`src/rtl/rs_pkg.sv`:
```
package rs_pkg;
   typedef enum logic [2:0] {
      ST_IDLE,
      ST_WR_LO,
      ST_WR_HI,
      ST_RD_LO,
      ST_RD_HI,
      ST_RD_FIN
   } rs_state_t;
endpackage

```
`src/rtl/rs_ptr.sv`:
```
module rs_ptr #(
   parameter int SP_W = 3
) (
   input  logic            clk,
   input  logic            rst_n,
   input  logic            inc,
   input  logic            dec,
   output logic [SP_W-1:0] sp
);
   // modular counter: wraps silently both ways
   always_ff @(posedge clk or negedge rst_n) begin
      if (!rst_n)   sp <= '0;
      else if (inc) sp <= sp + 1'b1;
      else if (dec) sp <= sp - 1'b1;
   end
endmodule

```
`src/rtl/rs_addr.sv`:
```
module rs_addr #(
   parameter int ADDR_W = 6,
   parameter int SP_W   = 3,
   parameter int BASE   = 8
) (
   input  logic [SP_W-1:0]   sp,
   input  logic              hi_sel,
   output logic [ADDR_W-1:0] addr
);
   localparam logic [ADDR_W-1:0] BASE_A = ADDR_W'(BASE);
   // two bytes per slot: low byte even offset, high byte odd
   assign addr = BASE_A + ADDR_W'({sp, hi_sel});
endmodule

```
`src/rtl/rs_ctrl.sv`:
```
module rs_ctrl
   import rs_pkg::*;
(
   input  logic clk,
   input  logic rst_n,
   input  logic call_req,
   input  logic ret_req,
   input  logic reti_req,
   output logic take_call,
   output logic take_pop,
   output logic ram_we,
   output logic ram_re,
   output logic hi_sel,
   output logic inc,
   output logic cap_lo,
   output logic load,
   output logic reti_q,
   output logic done,
   output logic restore_valid
);
   rs_state_t state_q, state_d;
   logic      idle;

   assign idle      = (state_q == ST_IDLE);
   assign take_call = idle & call_req;
   assign take_pop  = idle & ~call_req & (ret_req | reti_req);

   always_comb begin
      state_d = state_q;
      unique case (state_q)
         ST_IDLE:   if (call_req) state_d = ST_WR_LO;
                    else if (ret_req | reti_req) state_d = ST_RD_LO;
         ST_WR_LO:  state_d = ST_WR_HI;
         ST_WR_HI:  state_d = ST_IDLE;
         ST_RD_LO:  state_d = ST_RD_HI;
         ST_RD_HI:  state_d = ST_RD_FIN;
         ST_RD_FIN: state_d = ST_IDLE;
         default:   state_d = ST_IDLE;
      endcase
   end

   assign ram_we = (state_q == ST_WR_LO) | (state_q == ST_WR_HI);
   assign ram_re = (state_q == ST_RD_LO) | (state_q == ST_RD_HI);
   assign hi_sel = (state_q == ST_WR_HI) | (state_q == ST_RD_HI);
   assign inc    = (state_q == ST_WR_HI);
   assign cap_lo = (state_q == ST_RD_HI);
   assign load   = (state_q == ST_RD_FIN);

   always_ff @(posedge clk or negedge rst_n) begin
      if (!rst_n) begin
         state_q       <= ST_IDLE;
         reti_q        <= 1'b0;
         done          <= 1'b0;
         restore_valid <= 1'b0;
      end else begin
         state_q       <= state_d;
         done          <= inc | load;
         restore_valid <= load;
         if (take_pop) reti_q <= reti_req;
      end
   end

   // completion strobe never stretches
   assert_done_pulse_R3: assert property (@(posedge clk) disable iff (!rst_n)
      done |=> !done);
   // a restore is always reported with completion
   assert_valid_with_done_R4: assert property (@(posedge clk) disable iff (!rst_n)
      restore_valid |-> done);
endmodule

```
`src/rtl/retstack_unit.sv`:
```
module retstack_unit #(
   parameter int PC_W   = 12,
   parameter int ST_W   = 8,
   parameter int SP_W   = 3,
   parameter int ADDR_W = 6,
   parameter int BASE   = 8
) (
   input  logic              clk,
   input  logic              rst_n,
   input  logic              call_req,
   input  logic [PC_W-1:0]   call_pc,
   input  logic [ST_W-1:0]   call_psw,
   input  logic              ret_req,
   input  logic              reti_req,
   output logic [ADDR_W-1:0] ram_addr,
   output logic [7:0]        ram_wdata,
   output logic              ram_we,
   output logic              ram_re,
   input  logic [7:0]        ram_rdata,
   output logic [PC_W-1:0]   pc_out,
   output logic [ST_W-1:0]   psw_out,
   output logic              restore_valid,
   output logic              done
);
   localparam int DEPTH  = 1 << SP_W;
   localparam int HI_PC  = PC_W - 8;
   localparam int SAVE_W = 8 - HI_PC;
   localparam int PAD_W  = ST_W - SAVE_W - SP_W;
   localparam logic [ADDR_W-1:0] FIRST_A = ADDR_W'(BASE);
   localparam logic [ADDR_W-1:0] LAST_A  = ADDR_W'(BASE + 2 * DEPTH - 1);

   // elaboration-time parameter checks
   if (PC_W <= 8 || PC_W >= 16) begin : g_bad_pc
      $error("PC_W must lie between 9 and 15");
   end
   if (PAD_W < 0) begin : g_bad_st
      $error("status word too narrow for saved bits plus pointer");
   end
   if (BASE + 2 * DEPTH > (1 << ADDR_W)) begin : g_bad_addr
      $error("stack region exceeds RAM address space");
   end

   logic [SP_W-1:0]   sp;
   logic              take_call, take_pop, hi_sel, inc, cap_lo, load, reti_q;
   logic [PC_W-1:0]   pc_q;
   logic [SAVE_W-1:0] sv_q;
   logic [7:0]        lo_q;
   logic [SAVE_W-1:0] psw_hi;
   logic              unused_psw_low;

   assign unused_psw_low = ^call_psw[ST_W-SAVE_W-1:0];

   rs_ctrl u_ctrl (
      .clk, .rst_n, .call_req, .ret_req, .reti_req,
      .take_call, .take_pop, .ram_we, .ram_re, .hi_sel,
      .inc, .cap_lo, .load, .reti_q, .done, .restore_valid
   );

   rs_ptr #(.SP_W(SP_W)) u_ptr (
      .clk, .rst_n, .inc, .dec(take_pop), .sp
   );

   rs_addr #(.ADDR_W(ADDR_W), .SP_W(SP_W), .BASE(BASE)) u_addr (
      .sp, .hi_sel, .addr(ram_addr)
   );

   assign ram_wdata = hi_sel ? {sv_q, pc_q[PC_W-1:8]} : pc_q[7:0];

   always_ff @(posedge clk or negedge rst_n) begin
      if (!rst_n) begin
         pc_q   <= '0;
         sv_q   <= '0;
         lo_q   <= '0;
         pc_out <= '0;
         psw_hi <= '0;
      end else begin
         if (take_call) begin
            pc_q <= call_pc;
            sv_q <= call_psw[ST_W-1 -: SAVE_W];
         end
         if (cap_lo) lo_q <= ram_rdata;
         if (load) begin
            pc_out <= {ram_rdata[HI_PC-1:0], lo_q};
            if (reti_q) psw_hi <= ram_rdata[7:HI_PC];
         end
      end
   end

   if (PAD_W > 0) begin : g_pad
      assign psw_out = {psw_hi, {PAD_W{1'b1}}, sp};
   end else begin : g_nopad
      assign psw_out = {psw_hi, sp};
   end

   // RAM is driven one way at a time
   assert_one_access_R10: assert property (@(posedge clk) disable iff (!rst_n)
      $onehot0({ram_we, ram_re}));
   // accesses stay in the stack window
   assert_addr_window_R10: assert property (@(posedge clk) disable iff (!rst_n)
      (ram_we | ram_re) |-> (ram_addr >= FIRST_A && ram_addr <= LAST_A));
   // low-byte write is followed by the high byte of the same slot
   assert_write_pair_R2: assert property (@(posedge clk) disable iff (!rst_n)
      (ram_we && !ram_addr[0]) |=> (ram_we && ram_addr == $past(ram_addr) + 1'b1));
   // low-byte read is followed by the high byte of the same slot
   assert_read_pair_R4: assert property (@(posedge clk) disable iff (!rst_n)
      (ram_re && !ram_addr[0]) |=> (ram_re && ram_addr == $past(ram_addr) + 1'b1));
endmodule

```
`config.mk`:
```
export PLATFORM = sky130hd
export DESIGN_NAME = retstack_unit
export DESIGN_NICKNAME = d
export VERILOG_FILES = /design/src/rtl/rs_pkg.sv /design/src/rtl/rs_ptr.sv /design/src/rtl/rs_addr.sv /design/src/rtl/rs_ctrl.sv /design/src/rtl/retstack_unit.sv
export SDC_FILE = /design/constraint.sdc
export NUM_CORES = 1
export LEC_CHECK = 0
export BUFFER_PORTS_ARGS = -buffer_cell sky130_fd_sc_hd__buf_2
export CORE_MARGIN = 2
export CORE_UTILIZATION = 40
export CTS_CLUSTER_SIZE = 14
export DETAILED_ROUTE_END_ITERATION = 8
export PLACE_DENSITY = 0.71
export SLEW_MARGIN = 20
export SYNTH_ARGS = -nofsm -noshare
export SYNTH_HDL_FRONTEND = slang
export SYNTH_HIERARCHICAL = 1
export SYNTH_SLANG_ARGS = --single-unit
```
`constraint.sdc`:
```
create_clock -name clk -period 1.7 [get_ports clk]
set_input_delay 0.51 -clock clk [delete_from_list [all_inputs] [get_ports clk]]
set_output_delay 0.51 -clock clk [all_outputs]
set_load 0.1 [all_outputs]
```
### Word level (Yosys, flattened, before mapping)

Index checks and enable logic that the tools add are counted.

| cells by class | value |
|---|---|
| add/sub/neg operators | 3 |
| equality and inequality tests | 6 |
| multiplexer cells | 6 |
| bitwise operators | 9 |
| reductions and logical operators | 3 |

Operators by type and width:

| cell | number |
|---|---|
| two-way mux 3 bit | 4 |
| case mux 3 bit (4 select lines) | 1 |
| two-way mux 8 bit | 1 |
| == test 3 x 2 -> 1 bit (second input constant) | 2 |
| == test 3 bit (second input constant) | 2 |
| adder 4 x 4 -> 5 bit (first input constant) | 1 |
| bitwise OR 1 bit | 5 |
| adder 3 x 1 -> 3 bit (second input constant) | 1 |
| AND 1 bit | 3 |
| == test 3 x 1 -> 1 bit (second input constant) | 1 |
| logical NOT 3 bit | 1 |
| inequality test 3 bit (second input constant) | 1 |
| subtractor 3 x 1 -> 3 bit (second input constant) | 1 |
| AND reduction 2 bit | 1 |
| nonzero test 2 bit | 1 |
| NOT 1 bit | 1 |

| word-level totals | value |
|---|---|
| register bits after elaboration | 49 |
| bits of input ports | 33 |
| output and inout bits | 38 |
| word-level logic and storage cells | 37 |

### Depth between registers and ports, before layout

| depth | value |
|---|---|
| depth after elaboration | 5 |
| mapped depth | 8 |
| mapped depth without buffers | 7 |

### By module

The synthesis kept the hierarchy.

Modules (own cells, without submodules):

| module | instances | cells an instance | area an instance (um^2) | sequential area each (um^2) |
|---|---|---|---|---|
| retstack_unit | 1 | 96 | 1645.3 | 1001.0 |
| rs_ctrl | 1 | 33 | 314.1 | 150.1 |
| rs_ptr | 1 | 13 | 168.9 | 75.1 |
| rs_addr | 1 | 7 | 45.0 | 0.0 |

### Worst setup path before layout

OpenSTA, ideal clock, no wires.

| timing | value |
|---|---|
| kind | register to output |
| start point | register u_ctrl.state_q[2] |
| end point | output ram_re |
| arrival | 2.628 ns |
| required time | 1.190 ns |
| path slack | -1.438 ns |
| cell stages (with the launch flop) | 3 |
| path buffers | 1 |
| cell sequence | dfrtp_1 buf_2 o21ai_0 |

| between the ends | value |
|---|---|
| longest elaborated chain between the ends | 2 |
| elaborated cells on any way between the ends | 3 |
| those cells by class | eq/ne: 2; bitwise: 1 |

RTL lines:

| what | RTL line | source |
|---|---|---|
| start: declaration | rs_ctrl.sv:21 | `rs_state_t state_q, state_d;` |
| start signal: assignment | rs_ctrl.sv:56 | `state_q <= state_d;` |
| == test 3 x 2 -> 1 bit / == test 3 bit (equally long branches) | rs_ctrl.sv:43 | `assign ram_re = (state_q == ST_RD_LO) \| (state_q == ST_RD_HI);` |
| bitwise OR 1 bit * | rs_ctrl.sv:43 |  |
| end: declaration | retstack_unit.sv:18 | `output logic ram_re,` |

Mark *: on every way between the ends. The rest lies on a longest branch, timed or not.

### Final worst setup path

| timing | value |
|---|---|
| start point | register u_ctrl.state_q[0] |
| end point | output ram_wdata[7] |

| between the ends | value |
|---|---|
| longest elaborated chain between the ends | 3 |
| elaborated cells on any way between the ends | 4 |
| those cells by class | eq/ne: 2; mux: 1; bitwise: 1 |

RTL lines:

| what | RTL line | source |
|---|---|---|
| == test 3 x 2 -> 1 bit / == test 3 bit (equally long branches) | rs_ctrl.sv:44 | `assign hi_sel = (state_q == ST_WR_HI) \| (state_q == ST_RD_HI);` |
| bitwise OR 1 bit * | rs_ctrl.sv:44 |  |
| two-way mux 8 bit * | retstack_unit.sv:67 | `assign ram_wdata = hi_sel ? {sv_q, pc_q[PC_W-1:8]} : pc_q[7:0];` |
| end: declaration | retstack_unit.sv:16 | `output logic [7:0] ram_wdata,` |

Marks and branches as above.

==> impl_metrics.toml <==
[run_status]
status = "complete, but fails checks"
violations = "negative setup slack"

[logic_synthesis]
synth_warnings = 6
yosysMostFrequentCell = "dfrtp_1"
ys.flop_type = "dfrtp_1"
synthAdderAreaFrac_pct = 0.9211
synth.cell_area_sq_um = 2173
async_flop_share_pct = 100.0
synth_top_family_by_area = "multiplexers"
syn-num-nets = 183
synthTopCellsByCount = "49 x dfrtp_1, 39 x mux2_2, 10 x mux2_4"
syn-instance-count = 149
ys_seq_area_share_pct = 56.42
synth_edf_count = 0
syn_area_per_cell_sq_um = 14.59
yosys.area_share.simple_pct = 5.584
synth.mux.area_fraction_pct = 27.12
synth_xor_area_share_pct = 0.8060
synth_top_area_share_pct = 56.42
yosysUniqueCellTypes = 27
synthTopCellsByArea = "dfrtp_1 56%, mux2_2 20%, mux2_4 6.9%, buf_4 2.8%, buf_6 1.0%"
yosysTopAreaCell = "dfrtp_1"
ys_seq_elements = 49
synth_compound_area_share_pct = 2.706

[min_path]
min_path_type = "in -> async"

[route]
routed_wl_mm = 4.083
dr.pass1.iters = 4
antenna_left = 0
via_per_inst = 4.678
drtIter0Drc = 17
drc = 0
vias = 1394
routedWlPerCell_microns = 13.70

[finish]
areaGrowthSynthToFinish_pct = 41.51
fillCellCount = 431
post-route-util_pct = 59.46
antenna_cells = 0
nNetsFinal = 261
post-route-cell-area_sq_um = 3075
drive_gt1_share_pct = 71.05

[sta]
fin_skew_ns = 0.007680
fin_ws_ns = -0.4903
rsz0062_at_grt = "true"
hold_viol_final = 0
fin_crit_ns = 2.190
setup_viol = 13
drv_slew = 0
max_freq_ghz = 0.4566
fin_crit_sh_pct = 128.8

[critical_path]
cp-start-kind = "flop"
cp.depth = 6
crit_arrival_ns = 1.68
ff2ff_path_depth = 8
endpoint_kind = "output pin"
max_stage_delay_ns = 0.45
worstSetupPathType = "reg -> out"
slowest_stage = "dfrtp_2"
path_max_fanout = 4
crit_buf_inv = 2
cp.required_ns = 1.19
critical_path.top_delay_family = "flip-flops"
crit_chain = "nor2_1 -> nand2_1 -> nand2_4 -> clkbuf_16 -> mux2_4 -> buf_12"

[die]
rows = 26
initial_core_util_pct = 42.02
die-area_sq_um = 6039
fp.dieW_microns = 77.71
core_area_sq_um = 5172
die_h_microns = 77.71
ios = 71

[clocking]
insertion_delay_ns = 0.29
cts_root_buf = "clkbuf_8"
clk_path_buf_depth = 2
cts.sinks = 49
cts.clk_slew.worst_paths_ns = 0.09
cts_buffers = 5
cts_tree = "built"
htree_levels = 2

[placement]
gp_congestion = 0.6946
dpl-instance-area_sq_um = 2902
dp_hpwl_mm = 2.885
portBuffers = 64

[job]
max_cap_violations = 0

[global_route]
grt_pass1_vias = 1418
grtUsageTotal_pct = 14.18
grt_antenna_before_repair = 0
grt_pass1_wl_mm = 6.713
grt_max_degree = 50
overflow = 0
==> cell families after synthesis <==
kind of cell	count (synthesis)
AO/OA/AOI/OAI	8
flip-flops	49
adder cells (fa/ha/maj)	1
XOR/XNOR	2
other	2
AND/OR/NAND/NOR	20
multiplexers	49
buffers and inverters	18
==> sequential cells by signal, indices dropped and copies added (netlist names) <==
signal                flops
pc_out                   12
lo_q                      8
sv_q                      4
u_ptr/sp                  3
u_ctrl/reti_q             1
u_ctrl/state_q            3
u_ctrl/done               1
pc_q                     12
psw_hi                    4
u_ctrl/restore_valid      1
==> final timing paths <==
kind                                   start      endpoint  slack, ns
max                        u_ctrl/state_q[0]  ram_wdata[7]      -0.49
min                                    rst_n   u_ptr/sp[0]       0.19
max reg2reg                u_ctrl/state_q[0]   u_ptr/sp[2]      -0.29
min reg2reg                        pc_out[3]     pc_out[3]       0.51
max in group asynchronous              rst_n   u_ptr/sp[2]       1.27
min in group clk                 call_pc[11]      pc_q[11]       0.44
==> what timing repair did <==
action | CTS | global route
cloned | 0 | 1
gates resized for setup | 6 | 9
hold buffers | 0 | 0
buffers inserted | 1 | 2
setup endpoints to repair | 14 | 16
pin swaps | 2 | 3
==> per-stage QoR <==
step | setup slack (ns) | TNS, ns | hold slack, ns | cells
3_5_place_dp | -0.1710 | -1.466 | 0.4913 | 287
5_1_grt | -0.5749 | -6.164 | 0.2005 | 298
4_1_cts | -0.5018 | -4.967 | 0.1931 | 296
2_1_floorplan | -0.1547 | -1.327 | 0.2144 | 149
3_3_place_gp | -0.1490 | -1.309 | 0.4864 | 287
6_report | -0.4903 | -5.053 | 0.1900 | 298
==> per-layer routing <==
metal	track usage [%]	part of all wire, %
met1	19.35	45
met2	21.72	47
met5	0	0
met4	4.286	1.1
met3	4.419	6.7
==> worst reg2reg max path, cell delays in order (launching register included) <==
cell      delay (ns)
dfrtp_2         0.45
nor2_1          0.11
nand2_1         0.10
buf_4           0.16
inv_2           0.05
inv_2           0.04
fa_2            0.37
or3b_4          0.40
a211oi_2        0.22
==> area by class of cell <==
class | instances | area [sq um] | area share [%]
repair buffers | 85 | 739.5 | 24.04
clock buffers | 8 | 80.08 | 2.604
well taps | 70 | 87.58 | 2.848
inverters | 4 | 18.77 | 0.6103
flip-flops and latches | 49 | 1234 | 40.11
multi-input cells | 82 | 915.9 | 29.78
==> layout by cell type, fill, tap and decap left out, drive strengths merged, types with 2 or more instances in the layout <==
| cell type | Yosys | layout |
|---|---|---|
| buf | 14 | 82 |
| xnor2 | 2 | 2 |
| dfrtp | 49 | 49 |
| inv | 4 | 3 |
| nor2 | 6 | 6 |
| conb | 2 | 2 |
| clkbuf | 0 | 11 |
| o21ai | 3 | 3 |
| mux2 | 49 | 49 |
| nand2 | 7 | 7 |
Power is not shown: default switching activity piles up to over one toggle a cycle in this logic, so the estimate is an artifact.
